==> src/rtl/fsw_pkg.sv <==
package fsw_pkg;

  typedef enum logic [1:0] {
    FSW_ARRAY    = 2'd0,
    FSW_PROG     = 2'd1,
    FSW_ERASE    = 2'd2,
    FSW_SUSP_HIT = 2'd3
  } fsw_mode_e;

  // Priority: program first, then suspended-region hit, then live erase.
  function automatic fsw_mode_e fsw_pick_mode(input logic prog, input logic erase,
                                              input logic susp, input logic hit);
    if (prog)              return FSW_PROG;
    else if (susp && hit)  return FSW_SUSP_HIT;
    else if (erase && !susp) return FSW_ERASE;
    else                   return FSW_ARRAY;
  endfunction

  function automatic logic fsw_adv_main(input fsw_mode_e m);
    return (m == FSW_PROG) || (m == FSW_ERASE);
  endfunction

  function automatic logic fsw_adv_aux(input fsw_mode_e m);
    return (m == FSW_ERASE) || (m == FSW_SUSP_HIT);
  endfunction

endpackage

==> src/rtl/fsw_mode_decode.sv <==
module fsw_mode_decode
  import fsw_pkg::*;
(
  input  logic      prog_busy,
  input  logic      erase_busy,
  input  logic      erase_susp,
  input  logic      addr_in_susp,
  output fsw_mode_e mode,
  output logic      adv_main,
  output logic      adv_aux
);

  always_comb begin
    mode     = fsw_pick_mode(prog_busy, erase_busy, erase_susp, addr_in_susp);
    adv_main = fsw_adv_main(mode);
    adv_aux  = fsw_adv_aux(mode);
  end

endmodule

==> src/rtl/fsw_toggle_bank.sv <==
module fsw_toggle_bank #(
  parameter int unsigned NUM_TOG = 2
) (
  input  logic               clk,
  input  logic               rst_n,
  input  logic               clear,
  input  logic               strobe,
  input  logic [NUM_TOG-1:0] adv,
  output logic [NUM_TOG-1:0] q
);

  for (genvar i = 0; i < NUM_TOG; i++) begin : g_tog
    logic step;
    assign step = strobe && adv[i];

    always_ff @(posedge clk or negedge rst_n) begin
      if (!rst_n)     q[i] <= 1'b0;
      else if (clear) q[i] <= 1'b0;
      else if (step)  q[i] <= ~q[i];
    end

    assert_tog_flips_R3 : assert property (@(posedge clk) disable iff (!rst_n)
      (strobe && adv[i] && !clear) |=> (q[i] != $past(q[i])));

    assert_tog_idle_R7 : assert property (@(posedge clk) disable iff (!rst_n)
      (!strobe && !clear) |=> $stable(q[i]));

    assert_tog_clear_R7 : assert property (@(posedge clk) disable iff (!rst_n)
      clear |=> (q[i] == 1'b0));
  end

endmodule

==> src/rtl/fsw_word_mux.sv <==
module fsw_word_mux
  import fsw_pkg::*;
#(
  parameter int unsigned DATA_W   = 16,
  parameter int unsigned POLL_BIT = 7,
  parameter int unsigned TOG_BIT  = 6,
  parameter int unsigned SUSP_BIT = 2
) (
  input  logic              clk,
  input  logic              rst_n,
  input  logic              strobe,
  input  fsw_mode_e         mode,
  input  logic              tog_main,
  input  logic              tog_aux,
  input  logic [DATA_W-1:0] prog_data,
  input  logic [DATA_W-1:0] array_data,
  output logic [DATA_W-1:0] rd_data
);

  localparam logic [DATA_W-1:0] STATUS_MASK =
    (DATA_W'(1) << POLL_BIT) | (DATA_W'(1) << TOG_BIT) | (DATA_W'(1) << SUSP_BIT);

  function automatic logic [DATA_W-1:0] status_word(input logic poll, input logic t6,
                                                    input logic t2);
    logic [DATA_W-1:0] w;
    w           = '0;
    w[POLL_BIT] = poll;
    w[TOG_BIT]  = t6;
    w[SUSP_BIT] = t2;
    return w;
  endfunction

  logic [DATA_W-1:0] next_word;
  logic              status_read;

  always_comb begin
    status_read = (mode != FSW_ARRAY);
    unique case (mode)
      FSW_PROG:     next_word = status_word(~prog_data[POLL_BIT], tog_main, tog_aux);
      FSW_ERASE:    next_word = status_word(1'b0, tog_main, tog_aux);
      FSW_SUSP_HIT: next_word = status_word(1'b1, 1'b1, tog_aux);
      default:      next_word = array_data;
    endcase
  end

  always_ff @(posedge clk or negedge rst_n) begin
    if (!rst_n)      rd_data <= '0;
    else if (strobe) rd_data <= next_word;
  end

  assert_erase_poll_R2 : assert property (@(posedge clk) disable iff (!rst_n)
    (strobe && mode == FSW_ERASE) |=> (rd_data[POLL_BIT] == 1'b0));

  assert_susp_fixed_R4 : assert property (@(posedge clk) disable iff (!rst_n)
    (strobe && mode == FSW_SUSP_HIT) |=> (rd_data[POLL_BIT] && rd_data[TOG_BIT]));

  assert_array_pass_R6 : assert property (@(posedge clk) disable iff (!rst_n)
    (strobe && mode == FSW_ARRAY) |=> (rd_data == $past(array_data)));

  assert_unused_zero_R8 : assert property (@(posedge clk) disable iff (!rst_n)
    (strobe && status_read) |=> ((rd_data & ~STATUS_MASK) == '0));

  assert_hold_R9 : assert property (@(posedge clk) disable iff (!rst_n)
    !strobe |=> $stable(rd_data));

endmodule

==> src/rtl/flash_status_word.sv <==
module flash_status_word
  import fsw_pkg::*;
#(
  parameter int unsigned DATA_W   = 16,
  parameter int unsigned POLL_BIT = 7,
  parameter int unsigned TOG_BIT  = 6,
  parameter int unsigned SUSP_BIT = 2
) (
  input  logic              clk,
  input  logic              rst_n,
  input  logic              op_launch,
  input  logic              prog_busy,
  input  logic              erase_busy,
  input  logic              erase_susp,
  input  logic              addr_in_susp,
  input  logic [DATA_W-1:0] prog_data,
  input  logic [DATA_W-1:0] array_data,
  input  logic              rd_strobe,
  output logic [DATA_W-1:0] rd_data
);

  localparam int unsigned NUM_TOG = 2;
  localparam int unsigned IDX_MAIN = 0;
  localparam int unsigned IDX_AUX  = 1;

  fsw_mode_e          cur_mode;
  logic               adv_main;
  logic               adv_aux;
  logic [NUM_TOG-1:0] tog_adv;
  logic [NUM_TOG-1:0] tog_q;

  fsw_mode_decode u_dec (
    .prog_busy   (prog_busy),
    .erase_busy  (erase_busy),
    .erase_susp  (erase_susp),
    .addr_in_susp(addr_in_susp),
    .mode        (cur_mode),
    .adv_main    (adv_main),
    .adv_aux     (adv_aux)
  );

  assign tog_adv[IDX_MAIN] = adv_main;
  assign tog_adv[IDX_AUX]  = adv_aux;

  fsw_toggle_bank #(.NUM_TOG(NUM_TOG)) u_tog (
    .clk   (clk),
    .rst_n (rst_n),
    .clear (op_launch),
    .strobe(rd_strobe),
    .adv   (tog_adv),
    .q     (tog_q)
  );

  fsw_word_mux #(
    .DATA_W  (DATA_W),
    .POLL_BIT(POLL_BIT),
    .TOG_BIT (TOG_BIT),
    .SUSP_BIT(SUSP_BIT)
  ) u_mux (
    .clk       (clk),
    .rst_n     (rst_n),
    .strobe    (rd_strobe),
    .mode      (cur_mode),
    .tog_main  (tog_q[IDX_MAIN]),
    .tog_aux   (tog_q[IDX_AUX]),
    .prog_data (prog_data),
    .array_data(array_data),
    .rd_data   (rd_data)
  );

  // Raw-port view: program status wins regardless of suspend/erase inputs.
  assert_prog_poll_R1 : assert property (@(posedge clk) disable iff (!rst_n)
    (rd_strobe && prog_busy) |=> (rd_data[POLL_BIT] == ~$past(prog_data[POLL_BIT])));

  assert_prog_priority_R10 : assert property (@(posedge clk) disable iff (!rst_n)
    (rd_strobe && prog_busy && erase_susp && addr_in_susp)
      |=> (rd_data[TOG_BIT] == $past(tog_q[IDX_MAIN])));

  assert_aux_hold_prog_R5 : assert property (@(posedge clk) disable iff (!rst_n)
    (rd_strobe && prog_busy && !op_launch) |=> $stable(tog_q[IDX_AUX]));

endmodule

==> config.mk <==
export PLATFORM = sky130hd
export DESIGN_NAME = flash_status_word
export DESIGN_NICKNAME = d
export VERILOG_FILES = /design/src/rtl/fsw_pkg.sv /design/src/rtl/fsw_mode_decode.sv /design/src/rtl/fsw_toggle_bank.sv /design/src/rtl/fsw_word_mux.sv /design/src/rtl/flash_status_word.sv
export SDC_FILE = /design/constraint.sdc
export NUM_CORES = 1
export LEC_CHECK = 0
export ABC_AREA = 1
export BUFFER_PORTS_ARGS = -buffer_cell sky130_fd_sc_hd__buf_2
export CELL_PAD_IN_SITES_DETAIL_PLACEMENT = 0
export CELL_PAD_IN_SITES_GLOBAL_PLACEMENT = 2
export CORE_MARGIN = 10
export CORE_UTILIZATION = 24
export CTS_BUF_LIST = sky130_fd_sc_hd__clkbuf_8
export DETAILED_ROUTE_END_ITERATION = 16
export PLACE_DENSITY = 0.93
export SLEW_MARGIN = 5
export SYNTH_ARGS = -nofsm -noshare
export SYNTH_HDL_FRONTEND = slang
export SYNTH_SLANG_ARGS = --single-unit
==> constraint.sdc <==
create_clock -name clk -period 2.1 [get_ports clk]
set_input_delay 0.315 -clock clk [delete_from_list [all_inputs] [get_ports clk]]
set_output_delay 0.315 -clock clk [all_outputs]
set_load 0.01 [all_outputs]
**Word level (Yosys, flattened, before mapping)**

Index checks and enable logic that the tools add are counted.

- Eq/ne operators: 3
- Multiplexer cells: 8
- Reductions and logical operators: 9
- Bitwise operators: 3

Operator list:

| operator | count |
|---|---|
| $pmux 16 s3 | 1 |
| $mux 2 | 3 |
| $eq 2x2->1 const B | 2 |
| $logic_and 1x1->1 | 4 |
| $mux 1 | 4 |
| $reduce_bool 2->1 | 2 |
| $not 1->1 | 3 |
| $eq 2x1->1 const B | 1 |
| $logic_or 1x1->1 | 2 |
| $logic_not 1->1 | 1 |

- Flip-flop bits (word level): 18
- Input port bits: 40
- Logic and storage cells: 26
- Output and inout bits: 16

**Depth between registers and ports, before layout**

- Word-level depth: 10
- Depth in mapped cells: 9

**Hierarchy**

Synthesis repeated with hierarchy kept, for this count alone.

- Cell total of the unflattened synthesis: 110
- Area, all modules: 880.8 um^2

Modules (own cells, without submodules):

| module | cells each | sequential area each (um^2) | area each (um^2) | instances |
|---|---|---|---|---|
| fsw_word_mux | 85 | 400.4 | 711.9 | 1 |
| fsw_toggle_bank | 15 | 50.0 | 101.3 | 1 |
| fsw_mode_decode | 10 | 0.0 | 67.6 | 1 |

**Worst setup path after synthesis**

No wires, ideal clock.

- Path type: in2reg
- From: input prog_busy
- To: register u_mux.rd_data[12]
- Stages on the path: 9
- Library setup time: 0.117 ns
- Buffers on the path: 2
- Data arrival time: 1.141 ns
- Slack: 0.842 ns
- Cells stage by stage: inv_2 -> nand3_1 -> nand2_1 -> inv_1 -> ha_1 -> buf_4 -> buf_4 -> nand3_1 -> nand2_1

- Word-level cells in the longest chain between the ends: 3
- Elaborated cells between the ends (all ways): 5
- Classes of those cells: 3 x eq/ne; 2 x mux

RTL lines:

| what | RTL line | text |
|---|---|---|
| from (decl) | flash_status_word.sv:12 | `input logic prog_busy,` |
| $mux 2 (*) | fsw_pkg.sv:13 | `if (prog) return FSW_PROG;` |
| $eq 2x2->1 / $eq 2x1->1 (equally long branches) | fsw_word_mux.sv:38 | `unique case (mode)` |
| $pmux 16 s3 (*) | fsw_word_mux.sv:38 |  |
| to (signal assigned) | fsw_word_mux.sv:48 | `else if (strobe) rd_data <= next_word;` |
| to (decl) | fsw_word_mux.sv:17 | `output logic [DATA_W-1:0] rd_data` |

Every way passes the cells marked *; elsewhere a longest branch is shown, timed or not.
A chain may end at the register's enable or synchronous reset.

**Worst setup path after layout**

- From: input prog_busy
- To: register u_mux.rd_data[9]

The elaborated chain is that of the path after synthesis.

==> flow_results.xml <==
<?xml version="1.0" encoding="UTF-8"?>
<metrics>
  <group name="clock_tree">
    <metric name="clkSinkCount" unit="">18</metric>
    <metric name="cts_tree" unit="">yes</metric>
    <metric name="post_cts.repair.setup_buffers" unit="">0</metric>
    <metric name="number_of_buffers_inserted_during_clock_tree_synthesis" unit="">3</metric>
    <metric name="htree_levels" unit="">1</metric>
    <metric name="clkLatencyLatePin" unit="ps">250</metric>
    <metric name="clkTransAtPathRegs" unit="ps">60</metric>
    <metric name="clock_tree.root_cell" unit="">sky130_fd_sc_hd__clkbuf_8</metric>
    <metric name="clk_path_buf_depth" unit="">2</metric>
  </group>
  <group name="setup_path">
    <metric name="worst_setup_path_startpoint" unit="">prog_busy</metric>
    <metric name="r2r_slack" unit="ps">1320</metric>
    <metric name="crit_slowest_cell" unit="">sky130_fd_sc_hd__ha_1</metric>
    <metric name="critical_path.endpoint_type" unit="">flip-flop</metric>
    <metric name="endpoint_of_the_worst_slack_reg_to_reg_timing_path" unit="">u_mux.rd_data[2]</metric>
    <metric name="critical_path_stages" unit="">9</metric>
    <metric name="crit_path_cell_trace" unit="">buf_2, inv_2, nand3_1, nand2_1, inv_1, ha_1, buf_4, nand3_1, nand2_1</metric>
    <metric name="timing.critical_path.from_type" unit="">primary input</metric>
    <metric name="worst_r2r_path_depth" unit="">4</metric>
    <metric name="timing.critical_path.slowest_cell_delay" unit="ps">280</metric>
    <metric name="critical_path_peak_fanout" unit="">10</metric>
    <metric name="path_buf_inv" unit="">4</metric>
    <metric name="rr_startpoint" unit="">u_tog.q[1]</metric>
    <metric name="worstPathRequired" unit="ps">2240</metric>
    <metric name="timing.critical_path.to" unit="">u_mux.rd_data[9]</metric>
    <metric name="worst_path_dominant_cell_family" unit="">buffers and inverters</metric>
    <metric name="setup.worst_path.class" unit="">in -&gt; reg</metric>
    <metric name="worst-endpoint-arrival" unit="ps">1390</metric>
  </group>
  <group name="logic_synthesis">
    <metric name="yosysTopAreaCellShare" unit="%">52.8</metric>
    <metric name="synth.avg_cell_area" unit="um2">8.45</metric>
    <metric name="synth_flop_cell" unit="">sky130_fd_sc_hd__dfrtp_1</metric>
    <metric name="post_synthesis_register_bit_count" unit="">18</metric>
    <metric name="synth_fp_nets" unit="">143</metric>
    <metric name="asyncSetResetFlopFracSynth" unit="%">100</metric>
    <metric name="synth_sequential_area_ratio" unit="%">52.8</metric>
    <metric name="synth-warning-count" unit="">0</metric>
    <metric name="ys_types" unit="">18</metric>
    <metric name="post_synth_main_area_contributors" unit="">sky130_fd_sc_hd__dfrtp_1, sky130_fd_sc_hd__nand2_1, sky130_fd_sc_hd__nand3_1</metric>
    <metric name="synthesis.instances" unit="">101</metric>
    <metric name="synth.cell_area" unit="um2">853</metric>
    <metric name="largest_area_contributor_in_the_netlist" unit="">sky130_fd_sc_hd__dfrtp_1</metric>
    <metric name="number_of_enable_flip_flop_cells_after_synthesis" unit="">0</metric>
  </group>
  <group name="layout">
    <metric name="diodes" unit="">0</metric>
    <metric name="final_common_cell" unit="">sky130_fd_sc_hd__buf_2</metric>
    <metric name="final_nets" unit="">185</metric>
    <metric name="syn_to_final_growth" unit="%">34.2</metric>
    <metric name="layout_common_cells" unit="">sky130_fd_sc_hd__buf_2, sky130_fd_sc_hd__nand2_1, sky130_fd_sc_hd__dfrtp_1</metric>
    <metric name="post_route_cells_drive_above_1_share" unit="%">36.6</metric>
  </group>
  <group name="route">
    <metric name="average_wire_length_per_cell_after_detail_routing" unit="um">12.5</metric>
    <metric name="drt-initial-drc-count" unit="">24</metric>
    <metric name="final_antenna_net_count" unit="">0</metric>
    <metric name="drcViolationCount" unit="">0</metric>
    <metric name="vias_per_cell" unit="">4.28</metric>
    <metric name="total_wire_length" unit="um">2360</metric>
    <metric name="drt_first_pass_iters" unit="">4</metric>
    <metric name="vias" unit="">805</metric>
  </group>
  <group name="placed_design">
    <metric name="numPortBuffers" unit="">40</metric>
    <metric name="half_perimeter_wire_length_after_detailed_placement" unit="um">1900</metric>
    <metric name="placement.setup.worst_slack" unit="ps">578</metric>
    <metric name="gp_congestion" unit="">0.726</metric>
  </group>
  <group name="timing">
    <metric name="rsz0062_at_grt" unit="">no</metric>
    <metric name="final.setup_skew" unit="ps">0.252</metric>
    <metric name="worst-slew-pin-transition" unit="ps">410</metric>
    <metric name="final_worst_setup_slack" unit="ps">843</metric>
    <metric name="max_freq" unit="MHz">796</metric>
    <metric name="setup_total_negative_slack" unit="ps">0</metric>
    <metric name="finalHoldViolCount" unit="">0</metric>
    <metric name="fin_crit_sh" unit="%">59.8</metric>
    <metric name="period_needed" unit="ps">1260</metric>
    <metric name="maxSlewViolCount" unit="">0</metric>
    <metric name="maxSlewHeadroom" unit="%">72.7</metric>
    <metric name="report.final.setup_viol" unit="">0</metric>
  </group>
  <group name="worst_hold_path">
    <metric name="hp-class" unit="">in -&gt; reg</metric>
  </group>
  <group name="floorplan">
    <metric name="core.rowCount" unit="">21</metric>
    <metric name="floorplan.initialDensity" unit="%">25.2</metric>
    <metric name="die_w" unit="um">79.6</metric>
    <metric name="die_h" unit="um">79.6</metric>
    <metric name="num_io_pins" unit="">56</metric>
    <metric name="floorplan.core_area" unit="um2">3390</metric>
    <metric name="die_area" unit="um2">6340</metric>
  </group>
  <group name="global_routing">
    <metric name="grt_first_pass_wirelength" unit="um">3860</metric>
    <metric name="gr-total-overflow" unit="">0</metric>
    <metric name="grt.total_usage" unit="%">7.40</metric>
    <metric name="antenna_found_initial" unit="">0</metric>
    <metric name="grt_start_max_net_pins" unit="">22</metric>
    <metric name="first_global_vias" unit="">846</metric>
  </group>
  <group name="pwr">
    <metric name="pwr_density_cell" unit="nW/um2">704</metric>
    <metric name="vdd_drop_max" unit="mV">0.187</metric>
    <metric name="leakagePower" unit="nW">0.662</metric>
  </group>
  <group name="flow_run">
    <metric name="cap_violations" unit="">0</metric>
  </group>
  <group name="outcome">
    <metric name="run_status" unit="">finished, final reports clean</metric>
  </group>
</metrics>
metal layers:
layer / GRT usage [%] / routed length (um) / vias up
met3: 1.58 / 132 / 0
met1: 8.09 / 935 / 382
met4: 3.76 / 0 / 0
li1: - / - / 406
met5: 0 / 0 / -
met2: 13.1 / 1290 / 17
stage by stage:
step / power (mW) / hold WS, ps / std cells / utilization [%] / instance area, um2
2_1_floorplan: 0.471 / 19.4 / 101 / - / 853
3_3_place_gp: 0.535 / 263 / 183 / 31.9 / 1080
3_5_place_dp: 0.539 / 265 / 183 / 31.9 / 1080
4_1_cts: 0.821 / 270 / 188 / 33.8 / 1140
5_1_grt: 0.856 / 284 / 188 / 33.8 / 1140
6_report: 0.806 / 277 / 188 / 33.8 / 1140
power by group:
part / leakage, nW / internal [mW] / total (mW) / switching [mW]
Sequential: 0.237 / 0.374 / 0.388 / 0.0138
Combinational: 0.396 / 0.0584 / 0.143 / 0.0843
Clock: 0.0288 / 0.166 / 0.276 / 0.110
logic make-up after synthesis:
kind of cell / count (synthesis) / share of synthesized area [%]
and+or+nand+nor: 59 / 29.8
DFF: 18 / 52.8
buffers and inverters: 13 / 8.06
AOI/OAI and AO/OA: 9 / 6.45
adders and majority gates: 2 / 2.93
state kept, by name, indices dropped and copies added (netlist names):
register	cells
u_tog.q	2
u_mux.rd_data	16
worst min-delay path: cells and delay by family:
family | cells | cell delay [ps]
buf+inv | 1 | 70
simple gates | 2 | 100
worst min-delay path by stage:
stage,endpoint,cells after the start,start
2_1_floorplan,u_mux.rd_data[0],0,rst_n
3_3_place_gp,u_mux.rd_data[4],1,rst_n
3_5_place_dp,u_mux.rd_data[5],1,rst_n
4_1_cts,u_mux.rd_data[12],3,array_data[12]
5_1_grt,u_mux.rd_data[5],3,array_data[5]
6_report,u_mux.rd_data[5],3,array_data[5]
cell usage after synthesis, types with 2 or more instances:
library cell and n:
sky130_fd_sc_hd__a21oi_1 4, sky130_fd_sc_hd__buf_4 3, sky130_fd_sc_hd__dfrtp_1 18, sky130_fd_sc_hd__ha_1 2, sky130_fd_sc_hd__inv_1 5, sky130_fd_sc_hd__inv_2 3, sky130_fd_sc_hd__nand2_1 35, sky130_fd_sc_hd__nand3_1 17
sky130_fd_sc_hd__nor2_1 4, sky130_fd_sc_hd__o22ai_1 2
layout make-up:
type | instances | area, um2
fillers | 374 | 2240
clock buffers | 4 | 55.1
inverters | 8 | 30.0
repair buffers | 42 | 218
multi-input cells | 70 | 334
well taps | 46 | 57.6
flip-flops and latches | 18 | 450
what timing repair did:
| action | CTS | global route |
|---|---|---|
| gates resized for setup | 0 | 0 |
| hold buffers | 1 | 0 |
| hold endpoints to repair | 18 | 0 |
| endpoints found under the setup margin | 0 | 0 |
Power figures use the tool's default switching activity.
